==> config.mk <==
export PLATFORM = sky130hd
export DESIGN_NAME = serial_adc_port
export DESIGN_NICKNAME = d
export VERILOG_FILES = /design/src/rtl/sadc_pkg.sv /design/src/rtl/sadc_datapath.sv /design/src/rtl/sadc_ctrl.sv /design/src/rtl/serial_adc_port.sv
export SDC_FILE = /design/constraint.sdc
export NUM_CORES = 1
export LEC_CHECK = 0
export ABC_CLOCK_PERIOD_IN_PS = 5650
export BUFFER_PORTS_ARGS = -buffer_cell sky130_fd_sc_hd__buf_4
export CAP_MARGIN = 25
export CORE_MARGIN = 1
export CORE_UTILIZATION = 60
export DETAILED_ROUTE_END_ITERATION = 10
export GPL_ROUTABILITY_DRIVEN = 0
export GPL_TIMING_DRIVEN = 1
export PLACE_DENSITY = 0.82
export SLEW_MARGIN = 25
export SYNTH_ARGS = -nofsm -noshare
export SYNTH_HDL_FRONTEND = slang
export SYNTH_SLANG_ARGS = --single-unit
==> constraint.sdc <==
create_clock -name clk -period 5.65 [get_ports clk]
set_input_delay 0.565 -clock clk [delete_from_list [all_inputs] [get_ports clk]]
set_output_delay 0.565 -clock clk [all_outputs]
set_load 0.02 [all_outputs]
==> src/rtl/sadc_pkg.sv <==
package sadc_pkg;
  localparam int SAMPLE_W   = 12;
  localparam int CHAN_W     = 2;
  localparam int LEAD_W     = 2;
  localparam int WORD_W     = LEAD_W + CHAN_W + SAMPLE_W;
  localparam int CTRL_W     = 12;
  localparam int WR_POS     = 11;
  localparam int PM_LO      = 8;
  localparam int CH_LO      = 6;
  localparam int TRACK_EDGE = 14;
  localparam int EDGE_W     = $clog2(WORD_W + 1);

  localparam logic [1:0] PM_NORMAL = 2'b11;
  localparam logic [1:0] PM_FULL   = 2'b10;
  localparam logic [1:0] PM_AUTO   = 2'b01;

  typedef enum logic [1:0] {
    PWR_ON, PWR_WAKE, PWR_AUTO_OFF, PWR_FULL_OFF
  } pwr_e;

  typedef struct packed {
    logic loadWord;
    logic shiftOut;
    logic shiftIn;
    logic commit;
    logic bitIn;
  } strobe_t;

  typedef struct packed {
    logic [1:0]        pm;
    logic [CHAN_W-1:0] chan;
  } cfg_t;
endpackage

==> src/rtl/sadc_datapath.sv <==
module sadc_datapath
  import sadc_pkg::*;
(
  input  logic                clk,
  input  logic                rstN,
  input  strobe_t             stb,
  input  logic [SAMPLE_W-1:0] sampleIn,
  output cfg_t                cfg,
  output logic                wrReq,
  output logic                txBit
);
  logic [WORD_W-1:0] txShift;
  logic [CTRL_W-1:0] rxShift;
  cfg_t              cfgQ;

  always_ff @(posedge clk or negedge rstN) begin
    if (!rstN) begin
      txShift   <= '0;
      rxShift   <= '0;
      cfgQ.pm   <= PM_NORMAL;
      cfgQ.chan <= '0;
    end else begin
      if (stb.loadWord)
        txShift <= {{LEAD_W{1'b0}}, cfgQ.chan, sampleIn};
      else if (stb.shiftOut)
        txShift <= {txShift[WORD_W-2:0], 1'b0};
      if (stb.shiftIn)
        rxShift <= {rxShift[CTRL_W-2:0], stb.bitIn};
      if (stb.commit && rxShift[WR_POS]) begin
        cfgQ.pm   <= rxShift[PM_LO +: 2];
        cfgQ.chan <= rxShift[CH_LO +: CHAN_W];
      end
    end
  end

  assign cfg   = cfgQ;
  assign wrReq = rxShift[WR_POS];
  assign txBit = txShift[WORD_W-1];
endmodule

==> src/rtl/sadc_ctrl.sv <==
module sadc_ctrl
  import sadc_pkg::*;
#(
  parameter int WAKE_W = 16
) (
  input  logic              clk,
  input  logic              rstN,
  input  logic              csN,
  input  logic              sclk,
  input  logic              din,
  input  logic [WAKE_W-1:0] wakeLimit,
  input  logic [1:0]        pm,
  input  logic              wrReq,
  output strobe_t           stb,
  output logic              frameOn,
  output logic              quietFrame,
  output logic              holdActive,
  output logic              powered,
  output logic              frameBad
);
  logic              csS, csD, sclkS, sclkD, dinS;
  logic              active, complete, updated, hold, bad, quiet;
  logic [EDGE_W-1:0] edgeCnt;
  logic [EDGE_W-1:0] nextCnt;
  logic [WAKE_W-1:0] wakeCnt;
  pwr_e              state, tickState, riseState;
  logic              csFall, csRise, sclkFall;

  assign csFall   = csD & ~csS;
  assign csRise   = ~csD & csS & active;
  assign sclkFall = sclkD & ~sclkS & active & ~csS
                  & (edgeCnt < EDGE_W'(WORD_W));
  assign nextCnt  = edgeCnt + 1'b1;

  assign stb.loadWord = csFall;
  assign stb.shiftOut = sclkFall && (nextCnt < EDGE_W'(WORD_W));
  assign stb.shiftIn  = sclkFall && (nextCnt <= EDGE_W'(CTRL_W));
  assign stb.commit   = sclkFall && (nextCnt == EDGE_W'(WORD_W));
  assign stb.bitIn    = dinS;

  always_comb begin
    tickState = state;
    if (state == PWR_WAKE && wakeCnt >= wakeLimit) tickState = PWR_ON;
    riseState = tickState;
    if (complete) begin
      if (pm == PM_FULL)                 riseState = PWR_FULL_OFF;
      else if (pm == PM_AUTO && updated) riseState = PWR_AUTO_OFF;
      else if (tickState == PWR_FULL_OFF) riseState = PWR_WAKE;
    end
  end

  always_ff @(posedge clk or negedge rstN) begin
    if (!rstN) begin
      csS      <= 1'b1;
      csD      <= 1'b1;
      sclkS    <= 1'b1;
      sclkD    <= 1'b1;
      dinS     <= 1'b0;
      active   <= 1'b0;
      complete <= 1'b0;
      updated  <= 1'b0;
      hold     <= 1'b0;
      bad      <= 1'b0;
      quiet    <= 1'b0;
      edgeCnt  <= '0;
      wakeCnt  <= '0;
      state    <= PWR_ON;
    end else begin
      csS   <= csN;
      csD   <= csS;
      sclkS <= sclk;
      sclkD <= sclkS;
      dinS  <= din;

      state <= tickState;
      if (state == PWR_WAKE && wakeCnt < wakeLimit) wakeCnt <= wakeCnt + 1'b1;

      if (csFall) begin
        active   <= 1'b1;
        edgeCnt  <= '0;
        complete <= 1'b0;
        updated  <= 1'b0;
        bad      <= (state != PWR_ON);
        quiet    <= (state == PWR_FULL_OFF);
        if (state == PWR_AUTO_OFF) begin
          state   <= PWR_WAKE;
          wakeCnt <= '0;
          hold    <= 1'b0;
        end else begin
          hold <= 1'b1;
        end
      end

      if (csRise) begin
        active <= 1'b0;
        state  <= riseState;
        hold   <= (riseState == PWR_FULL_OFF) || (riseState == PWR_AUTO_OFF);
        if (riseState == PWR_WAKE && tickState != PWR_WAKE) wakeCnt <= '0;
      end

      if (sclkFall) begin
        edgeCnt <= nextCnt;
        if (nextCnt == EDGE_W'(TRACK_EDGE)) hold <= 1'b0;
        if (nextCnt == EDGE_W'(WORD_W)) begin
          complete <= 1'b1;
          updated  <= wrReq;
        end
      end
    end
  end

  assign frameOn    = active;
  assign quietFrame = quiet;
  assign holdActive = hold;
  assign powered    = (state == PWR_ON);
  assign frameBad   = bad;
endmodule

==> src/rtl/serial_adc_port.sv <==
module serial_adc_port
  import sadc_pkg::*;
#(
  parameter int WAKE_W = 16
) (
  input  logic                clk,
  input  logic                rstN,
  input  logic                csN,
  input  logic                sclk,
  input  logic                din,
  input  logic [SAMPLE_W-1:0] sampleIn,
  input  logic [WAKE_W-1:0]   wakeLimit,
  output logic                dout,
  output logic                doutEn,
  output logic                holdActive,
  output logic                powered,
  output logic                frameBad
);
  strobe_t stb;
  cfg_t    cfg;
  logic    wrReq, txBit, frameOn, quietFrame;

  sadc_ctrl #(.WAKE_W(WAKE_W)) ctrlU (
    .clk(clk), .rstN(rstN), .csN(csN), .sclk(sclk), .din(din),
    .wakeLimit(wakeLimit), .pm(cfg.pm), .wrReq(wrReq), .stb(stb),
    .frameOn(frameOn), .quietFrame(quietFrame), .holdActive(holdActive),
    .powered(powered), .frameBad(frameBad)
  );

  sadc_datapath dpU (
    .clk(clk), .rstN(rstN), .stb(stb), .sampleIn(sampleIn),
    .cfg(cfg), .wrReq(wrReq), .txBit(txBit)
  );

  assign doutEn = frameOn & ~quietFrame;
  assign dout   = doutEn ? txBit : 1'b0;
endmodule

==> impl_results.html <==
<table>
<tr><th>Metric</th><th>Value</th></tr>
<tr><th colspan="2">Synthesis</th></tr>
<tr><td>Post-synthesis sequential element count</td><td>66</td></tr>
<tr><td>Share of synthesized area occupied by flip-flops and latches</td><td>48.1%</td></tr>
<tr><td>Yosys warning count</td><td>0</td></tr>
<tr><td>Post-Synthesis Cell Area</td><td>0.00345 sq mm</td></tr>
<tr><td>Proportion of register bits with asynchronous set or reset after synthesis</td><td>100%</td></tr>
<tr><td>Gate count after technology mapping</td><td>344</td></tr>
<tr><td>Number of unique standard cell types used by synthesis</td><td>46</td></tr>
<tr><td>Fraction of synthesized cell area taken by the top area cell type</td><td>43.6%</td></tr>
<tr><td>Cell type with the largest total area after synthesis</td><td>dfrtp_1</td></tr>
<tr><td>Number of enable-type register cells in the synthesized netlist</td><td>0</td></tr>
<tr><td>Average instance area after synthesis</td><td>10.0 sq um</td></tr>
<tr><td>Largest cells by area after synthesis</td><td>dfrtp_1 44%, ha_1 7.3%, mux2_2 4.9%</td></tr>
<tr><td>Dominant cell by count in the synthesized netlist</td><td>dfrtp_1</td></tr>
<tr><td>Main synth FF type</td><td>dfrtp_1</td></tr>
<tr><td>Top cells by instance count after synthesis</td><td>60 x dfrtp_1, 38 x nand2_1, 27 x o21ai_0, 23 x inv_1</td></tr>
<tr><td>Synthesized netlist net count</td><td>397</td></tr>
<tr><th colspan="2">Worst setup path</th></tr>
<tr><td>List of cells traversed by the critical path</td><td>ha_1 &gt; a211oi_2 &gt; nor2_1 &gt; or4_4 &gt; or4_1 &gt; or4_1 &gt; a21oi_1</td></tr>
<tr><td>R2R cell count</td><td>7</td></tr>
<tr><td>Critical path peak fanout</td><td>20</td></tr>
<tr><td>Crit path capture type</td><td>flop</td></tr>
<tr><td>Critical path buffers and inverters</td><td>0</td></tr>
<tr><td>Most frequent cell on the critical path</td><td>or4_1</td></tr>
<tr><td>Cell with the largest stage delay on the worst path</td><td>or4_1</td></tr>
<tr><td>Crit-path leading delay family</td><td>simple AND/OR/NAND/NOR gates</td></tr>
<tr><td>Setup crit start kind</td><td>flop</td></tr>
<tr><td>Largest stage delay on the critical path</td><td>760 ps</td></tr>
<tr><td>Beginning of the worst register-to-register path</td><td>ctrlU.wakeCnt[13]$_DFF_PN0_</td></tr>
<tr><td>R2r endpoint</td><td>ctrlU.wakeCnt[13]$_DFF_PN0_</td></tr>
<tr><td>Worst Path Class, Setup</td><td>flop to flop</td></tr>
<tr><td>Worst-case register-to-register setup slack</td><td>2490 ps</td></tr>
<tr><td>Required time at the endpoint of the critical path</td><td>5910 ps</td></tr>
<tr><td>Critical path arrival</td><td>3420 ps</td></tr>
<tr><th colspan="2">Worst hold path</th></tr>
<tr><td>Worst Hold Class</td><td>input pin to asynchronous set/reset pin</td></tr>
<tr><th colspan="2">Placed design</th></tr>
<tr><td>Placed wire-length estimate after detailed placement</td><td>4870 um</td></tr>
<tr><td>Cell area reported after detailed placement</td><td>0.00375 sq mm</td></tr>
<tr><td>Placed Instances</td><td>437</td></tr>
<tr><td>Pre-CTS setup slack</td><td>2270 ps</td></tr>
<tr><td>Input/output buffers</td><td>37</td></tr>
<tr><th colspan="2">STA</th></tr>
<tr><td>Clock tree skew after final layout</td><td>5.99 ps</td></tr>
<tr><td>Final period demand of the worst path</td><td>3160 ps</td></tr>
<tr><td>Slew headroom</td><td>40.6%</td></tr>
<tr><td>Fmax</td><td>0.317 GHz</td></tr>
<tr><td>Minimum hold slack</td><td>312 ps</td></tr>
<tr><td>Setup repair after global routing missed its margin</td><td>false</td></tr>
<tr><td>Transition time at the pin with the least slew margin</td><td>869 ps</td></tr>
<tr><td>Worst path setup slack after routing</td><td>2490 ps</td></tr>
<tr><td>Final setup violation count</td><td>0</td></tr>
<tr><td>Setup TNS after final layout</td><td>0 ps</td></tr>
<tr><td>Number of slew-limit violations in the final report</td><td>0</td></tr>
<tr><td>Final-report hold violation count</td><td>0</td></tr>
<tr><td>Fraction of the cycle the final worst path needs</td><td>55.9%</td></tr>
<tr><th colspan="2">Cells and area</th></tr>
<tr><td>Number of cells in the finished layout apart from fillers</td><td>453</td></tr>
<tr><td>Layout filler cell count</td><td>402</td></tr>
<tr><td>Footprint of the multi-input gates</td><td>0.00165 sq mm</td></tr>
<tr><td>Design Area, Final</td><td>0.00395 sq mm</td></tr>
<tr><td>Post-layout util</td><td>71.7%</td></tr>
<tr><td>Area growth, synth to finish</td><td>14.6%</td></tr>
<tr><td>N_diodes</td><td>0</td></tr>
<tr><td>Share of final-layout standard cells stronger than drive strength 1</td><td>20.5%</td></tr>
<tr><td>Final #Nets</td><td>429</td></tr>
<tr><td>Register area</td><td>0.00166 sq mm</td></tr>
<tr><th colspan="2">Global routing</th></tr>
<tr><td>Congestion Overflow GR</td><td>0</td></tr>
<tr><td>Number of antenna violations at the first check in global routing</td><td>0</td></tr>
<tr><td>Largest net degree at the start of global routing</td><td>67</td></tr>
<tr><td>First-pass GRT wire length</td><td>11900 um</td></tr>
<tr><td>Vias in the first global route</td><td>2667</td></tr>
<tr><td>Overall routing resource usage</td><td>25.7%</td></tr>
<tr><th colspan="2">Power and ir drop</th></tr>
<tr><td>P per Cell Area</td><td>253 mW/mm^2</td></tr>
<tr><td>Static leakage</td><td>1.73 nW</td></tr>
<tr><td>Design Power</td><td>1000 uW</td></tr>
<tr><td>Peak VDD IR</td><td>0.243 mV</td></tr>
<tr><th colspan="2">Clocking</th></tr>
<tr><td>Clock Sink Count</td><td>66</td></tr>
<tr><td>Root buffer selected by CTS</td><td>clkbuf_8</td></tr>
<tr><td>H-tree Lvls</td><td>3</td></tr>
<tr><td>Clock slew at reported path FFs</td><td>60 ps</td></tr>
<tr><td>Number of CTS-inserted buffers</td><td>9</td></tr>
<tr><td>TritonCTS clock tree</td><td>done</td></tr>
<tr><td>Number of hold buffers added after CTS</td><td>0</td></tr>
<tr><td>Clock latency on the worst-skew pair</td><td>340 ps</td></tr>
<tr><td>Buffers from clock root to sink, at most</td><td>2</td></tr>
<tr><td>Post-CTS Setup Inserts</td><td>0</td></tr>
<tr><td>Post-CTS sizing</td><td>0</td></tr>
<tr><th colspan="2">Drt</th></tr>
<tr><td>Length of the first detailed-routing pass in iterations</td><td>4</td></tr>
<tr><td>WL final</td><td>6930 um</td></tr>
<tr><td>DRC viols</td><td>0</td></tr>
<tr><td>Total number of vias</td><td>2674</td></tr>
<tr><td>Routed length per instance</td><td>15.3 um</td></tr>
<tr><td>Vias per cell</td><td>5.90</td></tr>
<tr><td>Number of antenna-violating nets in the routed design</td><td>0</td></tr>
<tr><td>DR iter-0 viols</td><td>147</td></tr>
<tr><th colspan="2">Floorplanning</th></tr>
<tr><td>Die Footprint</td><td>0.00605 sq mm</td></tr>
<tr><td>Initial core utilization</td><td>62.6%</td></tr>
<tr><td>Width of the die</td><td>77.8 um</td></tr>
<tr><td>Die height</td><td>77.8 um</td></tr>
<tr><td>Number of ports placed on the die boundary</td><td>38</td></tr>
<tr><td>Number of placement rows</td><td>27</td></tr>
<tr><td>Core Area</td><td>0.00551 sq mm</td></tr>
<tr><th colspan="2">Run</th></tr>
<tr><td>Number of max-cap violations</td><td>0</td></tr>
<tr><th colspan="2">Status</th></tr>
<tr><td>Result of the run</td><td>finished, final reports clean</td></tr>
</table>
[cell type report]
| class | instances | area share (%) |
|---|---|---|
| sequential | 66 | 42.0 |
| inverter | 23 | 2.19 |
| multi-input combinational | 239 | 41.8 |
| tap | 72 | 2.28 |
| clock buffer | 11 | 3.33 |
| timing repair buffer | 37 | 7.03 |
| clock inverter | 5 | 1.39 |
[placed cells by master (no fill, tap or decap), drive strengths merged, types with 2 or more instances in the layout]
master    count
dfrtp        60
nand2        38
a211oi        2
and3          2
or4           9
o31ai        11
nand4         8
nor2         15
nand3        11
inv          23
and2          3
dfstp         6
mux2i        16
a21oi        20
clkinv        2
xnor2         4
nor2b         2
o21ai        27
and4          3
clkbuf       11
mux2         15
clkinvlp      2
nor3          2
nand2b        5
o21a          2
or3           6
a21o          2
buf          37
ha           20
[worst max-delay path by stage]
stage                                           start                          end  slack, ps  cells after the start
after floorplan                         wakeLimit[13]  ctrlU.wakeCnt[13]$_DFF_PN0_       2650                      9
after global placement                  wakeLimit[13]   ctrlU.wakeCnt[5]$_DFF_PN0_       2360                      9
after detailed placement                wakeLimit[13]  ctrlU.wakeCnt[15]$_DFF_PN0_       2270                      9
after CTS                 ctrlU.wakeCnt[13]$_DFF_PN0_  ctrlU.wakeCnt[15]$_DFF_PN0_       2520                      7
after global routing      ctrlU.wakeCnt[13]$_DFF_PN0_  ctrlU.wakeCnt[15]$_DFF_PN0_       2340                      7
final                     ctrlU.wakeCnt[13]$_DFF_PN0_  ctrlU.wakeCnt[13]$_DFF_PN0_       2490                      7
[state kept, by name, indices dropped and copies added (netlist names), 2 cells and up]
| register | cells |
|---|---|
| dpU.txShift | 16 |
| dpU.rxShift | 12 |
| dpU.cfg | 4 |
| ctrlU.wakeCnt | 16 |
| ctrlU.state | 2 |
| ctrlU.edgeCnt | 5 |
[where the power goes]
group	internal (mW)	switching, mW	leakage [nW]
registers	0.505	0.0200	0.795
clock network	0.202	0.174	0.0893
logic	0.0493	0.0487	0.844
total	0.757	0.243	1.73
[logic make-up after synthesis]
kind of cell             after synthesis  synth area share [%]
multiplexers                          31                  9.55
XOR/XNOR                               4                  1.02
AO/OA/AOI/OAI                         75                  13.4
buffers and inverters                 39                  4.36
flip-flops                            66                  48.1
adder cells (fa/ha/maj)               20                  7.26
AND/OR/NAND/NOR                      109                  16.3
[per-layer routing]
layer | track usage, % | vias to the layer above | part of all wire [%]
li1 | - | 1296 | -
met1 | 30.5 | 1290 | 44
met2 | 44.6 | 73 | 50
met3 | 6.59 | 15 | 4.3
met4 | 9.62 | 0 | 1.7
met5 | 0 | - | 0
Note: power is estimated with default switching activity, not from simulation.
